`src/rtl/sirq_pkg.sv`:
```
package sirq_pkg;

  localparam int SLOTS = 16;
  localparam int SRC_N = 7;

  typedef enum logic [1:0] {
    TRK_IDLE,
    TRK_START,
    TRK_SLOTS,
    TRK_STOP
  } trk_state_e;

  // Place each source level in the slot position that carries it.
  function automatic logic [SLOTS-1:0] src_to_slots(input logic [SRC_N-1:0] s);
    logic [SLOTS-1:0] v;
    v     = '0;
    v[1]  = s[0];
    v[2]  = s[1];
    v[6]  = s[2];
    v[9]  = s[3];
    v[10] = s[4];
    v[11] = s[5];
    v[12] = s[6];
    return v;
  endfunction

  function automatic logic start_len_ok(input int n, input int lo, input int hi);
    return (n >= lo) && (n <= hi);
  endfunction

  // Mode after a stop pulse of the given length (1 = quiet).
  function automatic logic quiet_after_stop(input int n, input logic cur);
    if (n == 2) return 1'b1;
    if (n == 3) return 1'b0;
    return cur;
  endfunction

endpackage

```
`src/rtl/sirq_frame_tracker.sv`:
```
module sirq_frame_tracker
  import sirq_pkg::*;
#(
  parameter int NUM_SLOTS = 16,
  parameter int START_MIN = 4,
  parameter int START_MAX = 8,
  localparam int SLOT_W = $clog2(NUM_SLOTS),
  localparam int CNT_W  = $clog2(START_MAX + 2)
) (
  input  logic              clk,
  input  logic              rst_n,
  input  logic              line_i,
  output trk_state_e        state_o,
  output logic [SLOT_W-1:0] slot_o,
  output logic [1:0]        phase_o,
  output logic              quiet_o,
  output logic              frame_go_o,
  output logic              stop_end_o
);

  localparam logic [CNT_W-1:0]  CNT_SAT   = '1;
  localparam logic [SLOT_W-1:0] SLOT_LAST = SLOT_W'(NUM_SLOTS - 1);

  trk_state_e        state_q;
  logic [CNT_W-1:0]  cnt_q;
  logic [SLOT_W-1:0] slot_q;
  logic [1:0]        phase_q;
  logic              quiet_q;

  // Registers describe the bus clock that the next edge samples.
  assign frame_go_o = (state_q == TRK_START) && line_i &&
                      start_len_ok(int'(cnt_q), START_MIN, START_MAX);
  assign stop_end_o = (state_q == TRK_STOP) && line_i && (cnt_q != '0);

  always_ff @(posedge clk or negedge rst_n) begin
    if (!rst_n) begin
      state_q <= TRK_IDLE;
      cnt_q   <= '0;
      slot_q  <= '0;
      phase_q <= '0;
      quiet_q <= 1'b0;
    end else begin
      case (state_q)
        TRK_IDLE: if (!line_i) begin
          state_q <= TRK_START;
          cnt_q   <= CNT_W'(1);
        end
        TRK_START: begin
          if (!line_i) begin
            if (cnt_q != CNT_SAT) cnt_q <= cnt_q + 1'b1;
          end else if (frame_go_o) begin
            state_q <= TRK_SLOTS;
            slot_q  <= '0;
            phase_q <= 2'd1;
          end else begin
            state_q <= TRK_IDLE;
          end
        end
        TRK_SLOTS: begin
          if (phase_q == 2'd2) begin
            phase_q <= 2'd0;
            if (slot_q == SLOT_LAST) begin
              state_q <= TRK_STOP;
              cnt_q   <= '0;
            end else begin
              slot_q <= slot_q + 1'b1;
            end
          end else begin
            phase_q <= phase_q + 2'd1;
          end
        end
        default: begin
          if (!line_i) begin
            if (cnt_q != CNT_SAT) cnt_q <= cnt_q + 1'b1;
          end else if (stop_end_o) begin
            state_q <= TRK_IDLE;
            quiet_q <= quiet_after_stop(int'(cnt_q), quiet_q);
          end
        end
      endcase
    end
  end

  assign state_o = state_q;
  assign slot_o  = slot_q;
  assign phase_o = phase_q;
  assign quiet_o = quiet_q;

endmodule

```
`src/rtl/sirq_slot_driver.sv`:
```
module sirq_slot_driver
  import sirq_pkg::*;
#(
  parameter int NUM_SLOTS = 16,
  localparam int SLOT_W = $clog2(NUM_SLOTS)
) (
  input  logic                 clk,
  input  logic                 rst_n,
  input  logic                 line_i,
  input  trk_state_e           state_i,
  input  logic [SLOT_W-1:0]    slot_i,
  input  logic [1:0]           phase_i,
  input  logic                 quiet_i,
  input  logic                 clk_ok_i,
  input  logic [NUM_SLOTS-1:0] slot_req_i,
  output logic                 oe_o,
  output logic                 val_o,
  output logic                 pending_o,
  output logic                 self_start_o
);

  localparam logic [SLOT_W-1:0] SLOT_LAST = SLOT_W'(NUM_SLOTS - 1);

  logic                 oe_q, val_q;
  logic [NUM_SLOTS-1:0] sent_q;
  logic [SLOT_W-1:0]    nxt_slot;
  logic                 drive_sample, drive_recov, in_slots;

  assign in_slots     = (state_i == TRK_SLOTS);
  assign nxt_slot     = slot_i + 1'b1;
  assign pending_o    = |(slot_req_i ^ sent_q);
  assign self_start_o = (state_i == TRK_IDLE) && quiet_i && pending_o &&
                        line_i && clk_ok_i && !oe_q;
  assign drive_sample = in_slots && (phase_i == 2'd2) &&
                        (slot_i != SLOT_LAST) && slot_req_i[nxt_slot];
  assign drive_recov  = in_slots && (phase_i == 2'd0) && oe_q && !val_q;

  always_ff @(posedge clk or negedge rst_n) begin
    if (!rst_n) begin
      oe_q   <= 1'b0;
      val_q  <= 1'b0;
      sent_q <= '0;
    end else begin
      oe_q  <= self_start_o || drive_sample || drive_recov;
      val_q <= drive_recov;
      if (in_slots && (phase_i == 2'd0))
        sent_q[slot_i] <= oe_q && !val_q;
    end
  end

  assign oe_o  = oe_q;
  assign val_o = val_q;

endmodule

```
`src/rtl/sirq_clkrun_req.sv`:
```
module sirq_clkrun_req #(
  parameter int HOLD = 2,
  localparam int W = $clog2(HOLD + 1)
) (
  input  logic clk,
  input  logic rst_n,
  input  logic want_i,
  input  logic clkrun_i,
  output logic drive_o,
  output logic clk_ok_o
);

  logic [W-1:0] cnt_q;
  logic         done_q;
  logic         fire;

  assign clk_ok_o = !clkrun_i && (cnt_q == '0);
  assign fire     = want_i && clkrun_i && (cnt_q == '0) && !done_q;

  always_ff @(posedge clk or negedge rst_n) begin
    if (!rst_n) begin
      cnt_q  <= '0;
      done_q <= 1'b0;
    end else begin
      if (fire)             cnt_q <= W'(HOLD);
      else if (cnt_q != '0) cnt_q <= cnt_q - 1'b1;
      if (fire)             done_q <= 1'b1;
      else if (clk_ok_o)    done_q <= 1'b0;
    end
  end

  assign drive_o = (cnt_q != '0);

endmodule

```
`src/rtl/sirq_frame_gen.sv`:
```
module sirq_frame_gen
  import sirq_pkg::*;
#(
  parameter int START_MIN   = 4,
  parameter int START_MAX   = 8,
  parameter int CLKRUN_HOLD = 2
) (
  input  logic             clk,
  input  logic             rst_n,
  input  logic [SRC_N-1:0] src_req_i,
  input  logic             serirq_i,
  output logic             serirq_oe_o,
  output logic             serirq_o,
  input  logic             clkrun_i,
  output logic             clkrun_oe_o
);

  localparam int NUM_SLOTS = SLOTS;
  localparam int SLOT_W    = $clog2(NUM_SLOTS);

  trk_state_e           trk_state;
  logic [SLOT_W-1:0]    trk_slot;
  logic [1:0]           trk_phase;
  logic [NUM_SLOTS-1:0] slot_req;
  logic                 quiet_w, frame_go_w, stop_end_w;
  logic                 pending_w, self_start_w, clk_ok_w;
  logic                 trk_idle_w, trk_sample_w;

  assign slot_req     = src_to_slots(src_req_i);
  assign trk_idle_w   = (trk_state == TRK_IDLE);
  assign trk_sample_w = (trk_state == TRK_SLOTS) && (trk_phase == 2'd0);

  sirq_frame_tracker #(
    .NUM_SLOTS(NUM_SLOTS), .START_MIN(START_MIN), .START_MAX(START_MAX)
  ) u_trk (
    .clk(clk), .rst_n(rst_n), .line_i(serirq_i),
    .state_o(trk_state), .slot_o(trk_slot), .phase_o(trk_phase),
    .quiet_o(quiet_w), .frame_go_o(frame_go_w), .stop_end_o(stop_end_w)
  );

  sirq_slot_driver #(.NUM_SLOTS(NUM_SLOTS)) u_drv (
    .clk(clk), .rst_n(rst_n), .line_i(serirq_i),
    .state_i(trk_state), .slot_i(trk_slot), .phase_i(trk_phase),
    .quiet_i(quiet_w), .clk_ok_i(clk_ok_w), .slot_req_i(slot_req),
    .oe_o(serirq_oe_o), .val_o(serirq_o),
    .pending_o(pending_w), .self_start_o(self_start_w)
  );

  sirq_clkrun_req #(.HOLD(CLKRUN_HOLD)) u_ckr (
    .clk(clk), .rst_n(rst_n),
    .want_i(trk_idle_w && quiet_w && pending_w),
    .clkrun_i(clkrun_i), .drive_o(clkrun_oe_o), .clk_ok_o(clk_ok_w)
  );

endmodule

```
`config.mk`:
```
export PLATFORM = sky130hd
export DESIGN_NAME = sirq_frame_gen
export DESIGN_NICKNAME = d
export VERILOG_FILES = /design/src/rtl/sirq_pkg.sv /design/src/rtl/sirq_frame_tracker.sv /design/src/rtl/sirq_slot_driver.sv /design/src/rtl/sirq_clkrun_req.sv /design/src/rtl/sirq_frame_gen.sv
export SDC_FILE = /design/constraint.sdc
export NUM_CORES = 1
export LEC_CHECK = 0
export BUFFER_PORTS_ARGS = -buffer_cell sky130_fd_sc_hd__buf_2
export CAP_MARGIN = 40
export CORE_UTILIZATION = 36
export CTS_BUF_LIST = sky130_fd_sc_hd__clkbuf_4 sky130_fd_sc_hd__clkbuf_8 sky130_fd_sc_hd__clkbuf_16
export DETAILED_ROUTE_END_ITERATION = 8
export MAX_ROUTING_LAYER = met4
export SETUP_SLACK_MARGIN = 0.2
export SLEW_MARGIN = 20
export SYNTH_ARGS = -nofsm -noshare
export SYNTH_HDL_FRONTEND = slang
export SYNTH_HIERARCHICAL = 1
export SYNTH_SLANG_ARGS = --single-unit
```
`constraint.sdc`:
```
create_clock -name clk -period 3.5 [get_ports clk]
set_input_delay 0.7 -clock clk [delete_from_list [all_inputs] [get_ports clk]]
set_output_delay 0.7 -clock clk [all_outputs]
set_load 0.05 [all_outputs]
```
==> run_results.csv <==
group,metric,value,unit
power_and_ir_drop,power_density,585,nW/um^2
clock_network,cts_made_buffers,5,
setup_path,cp_cell_sequence,"inv_2, ha_1, mux4_1, mux2i_1, nor3b_2, or4_1",
clock_network,cts_max_level,2,
clock_network,ctsResizeCount,0,
die,die_w,80.8,um
placement,placed_cells,312,
clock_network,root_buffer,"clkbuf_8",
layout,finish.utilization,0.429,
clock_network,clock_latency,290,ps
setup_path,crit_path_start_kind,"flip-flop",
clock_network,cts_buffer_depth,2,
clock_network,ctsHoldBuffers,0,
grt,grt_overflow,0,
placement,place.gp.congestion,0.803,
sta,fmax,401,MHz
layout,fin_nets,265,
sta,timing.hold.ws,280,ps
placement,io_buffers,13,
setup_path,crit_type,"flip-flop to flip-flop",
sta,max_slew_margin,0.632,
routing,antenna_left,0,
die,rows,28,
setup_path,rrSetupSlack,1000,ps
setup_path,cp_max_fo,9,
die,fp.coreArea,5960,sq um
clock_network,numClockSinks,34,
setup_path,crit_required,3660,ps
grt,grt_pass1_wl,7250,um
setup_path,reg2reg_depth,6,
setup_path,end_kind,"flip-flop",
placement,dpl.hpwl,3260,um
power_and_ir_drop,ir_drop,0.340,mV
layout,area_growth,14.2,%
sta,clock-skew-final,8.87,ps
clock_network,clkTransAtPathRegs,70,ps
synthesis,synth_warnings,6,
grt,grt_pass1_vias,1512,
routing,drc,0,
setup_path,cp_num_buf_inv,1,
routing,wire_per_inst,13.5,um
synthesis,synth_area_per_cell,10.6,sq um
clock_network,cts_tree,"yes",
setup_path,regToRegStartpoint,"u_trk/slot_o[0]$_DFFE_PN0P_",
layout,drive_above_1_share,0.199,
die,io_pins,14,
sta,final-max-slew-violation-count,0,
setup_path,cpMaxStageDelayCell,"mux4_1",
routing,vias_per_cell,4.93,
sta,hold_viol_final,0,
synthesis,netlist_instances,211,
setup_path,arrival,2660,ps
sta,setup_viol,0,
sta,grt_setup_unrepaired,"false",
outcome,status,"finished, final reports clean",
die,die_h,80.8,um
synthesis,synth_area,2230,sq um
grt,gr-usage-all-layers,0.153,
job,drv_cap,0,
grt,antenna_found_initial,0,
layout,diodes,0,
sta,min_period,2500,ps
layout,fillCellCount,582,
grt,grt_max_degree,35,
clock_network,cts_setup_buffers,0,
setup_path,cp.depth,6,
power_and_ir_drop,p_leak,1.26,nW
die,start_util,0.375,
routing,drt_wl_total,4340,um
setup_path,r2r_end,"u_drv/oe_o$_DFF_PN0_",
routing,first_pass_iters,4,
worst_hold_path,hp-class,"input port to async pin",
layout,stdcell_count,321,
sta,tightest_slew,552,ps
routing,num_vias,1582,
die,dieArea,6530,sq um
setup_path,cpLargestDelayFamily,"multiplexers",
sta,period_share,0.713,
sta,fin_setup_tns,0,ps
routing,drt_iter0_drc,62,
setup_path,worst_path_largest_cell_delay,570,ps
[worst max path at each step]
| stage | from | end | slack (ps) |
|---|---|---|---|
| 5_1_grt | u_trk/slot_o[0]$_DFFE_PN0P_ | u_drv/oe_o$_DFF_PN0_ | 880 |
| 3_5_place_dp | u_trk/slot_o[0]$_DFFE_PN0P_ | u_drv/oe_o$_DFF_PN0_ | 1020 |
| 3_3_place_gp | u_trk/slot_o[0]$_DFFE_PN0P_ | u_drv/oe_o$_DFF_PN0_ | 1050 |
| 4_1_cts | u_trk/slot_o[0]$_DFFE_PN0P_ | u_drv/oe_o$_DFF_PN0_ | 1000 |
| 6_report | u_trk/slot_o[0]$_DFFE_PN0P_ | u_drv/oe_o$_DFF_PN0_ | 1000 |
| 2_1_floorplan | u_trk/slot_o[0]$_DFFE_PN0P_ | u_drv/oe_o$_DFF_PN0_ | 1270 |
[sequential cells by signal, indices dropped and copies added, names as in the netlist]
| register | flops |
|---|---|
| u_trk/state_o | 2 |
| u_ckr/done_q | 1 |
| u_drv/oe_o | 1 |
| u_ckr/cnt_q | 2 |
| u_trk/cnt_q | 4 |
| u_drv/sent_q | 16 |
| u_trk/slot_o | 4 |
| u_trk/phase_o | 2 |
| u_trk/quiet_o | 1 |
| u_drv/val_o | 1 |
[layout by cell type, fill, tap and decap left out, types with 2 or more instances in the layout]
cell / n
nand4_1: 2
mux2_1: 10
o21bai_1: 3
nor2_1: 6
xor2_1: 16
clkbuf_8: 6
inv_1: 8
nor2b_4: 2
dfrtp_1: 34
nand2_1: 24
and2_1: 5
nand3b_1: 2
nor2b_1: 5
a211o_1: 2
and2_2: 2
a31oi_1: 6
a22o_2: 2
or2b_1: 2
nand3_1: 10
a21oi_1: 4
nand2b_1: 2
buf_2: 13
nor3b_1: 3
mux4_1: 2
ha_1: 9
nor3_1: 2
mux2i_1: 3
nor4_1: 4
mux2_2: 6
conb_1: 18
o21ai_0: 3
[report_power, final]
group | internal (mW) | leakage (nW) | switching (mW)
Combinational | 0.275 | 0.756 | 0.285
Sequential | 0.470 | 0.454 | 0.150
Clock | 0.166 | 0.0517 | 0.146
Total | 0.912 | 1.26 | 0.582
[stage by stage]
stage | setup slack, ps | total power [mW] | area [sq um]
after floorplan | 1270 | 1.07 | 2300
after global placement | 1050 | 1.18 | 2420
after detailed placement | 1020 | 1.19 | 2430
after CTS | 1000 | 1.51 | 2520
after global routing | 880 | 1.62 | 2550
final | 1000 | 1.49 | 2550
[per-layer routing]
metal	vias up	share of wire	global-route usage
li1	808	-	-
met1	739	0.48	0.202
met2	28	0.46	0.231
met3	7	0.034	0.0270
met4	0	0.019	0.0643
met5	-	0	-
[area by class of cell]
type,instances,area [sq um],area share
well taps,75,93.8,0.0368
multi-input cells,180,1380,0.540
clock buffers,7,90.1,0.0353
flip-flops and latches,34,851,0.333
repair buffers,15,100,0.0392
clock inverters,1,5.00,0.00196
inverters,9,33.8,0.0132
(Power assumes the default switching activity.)
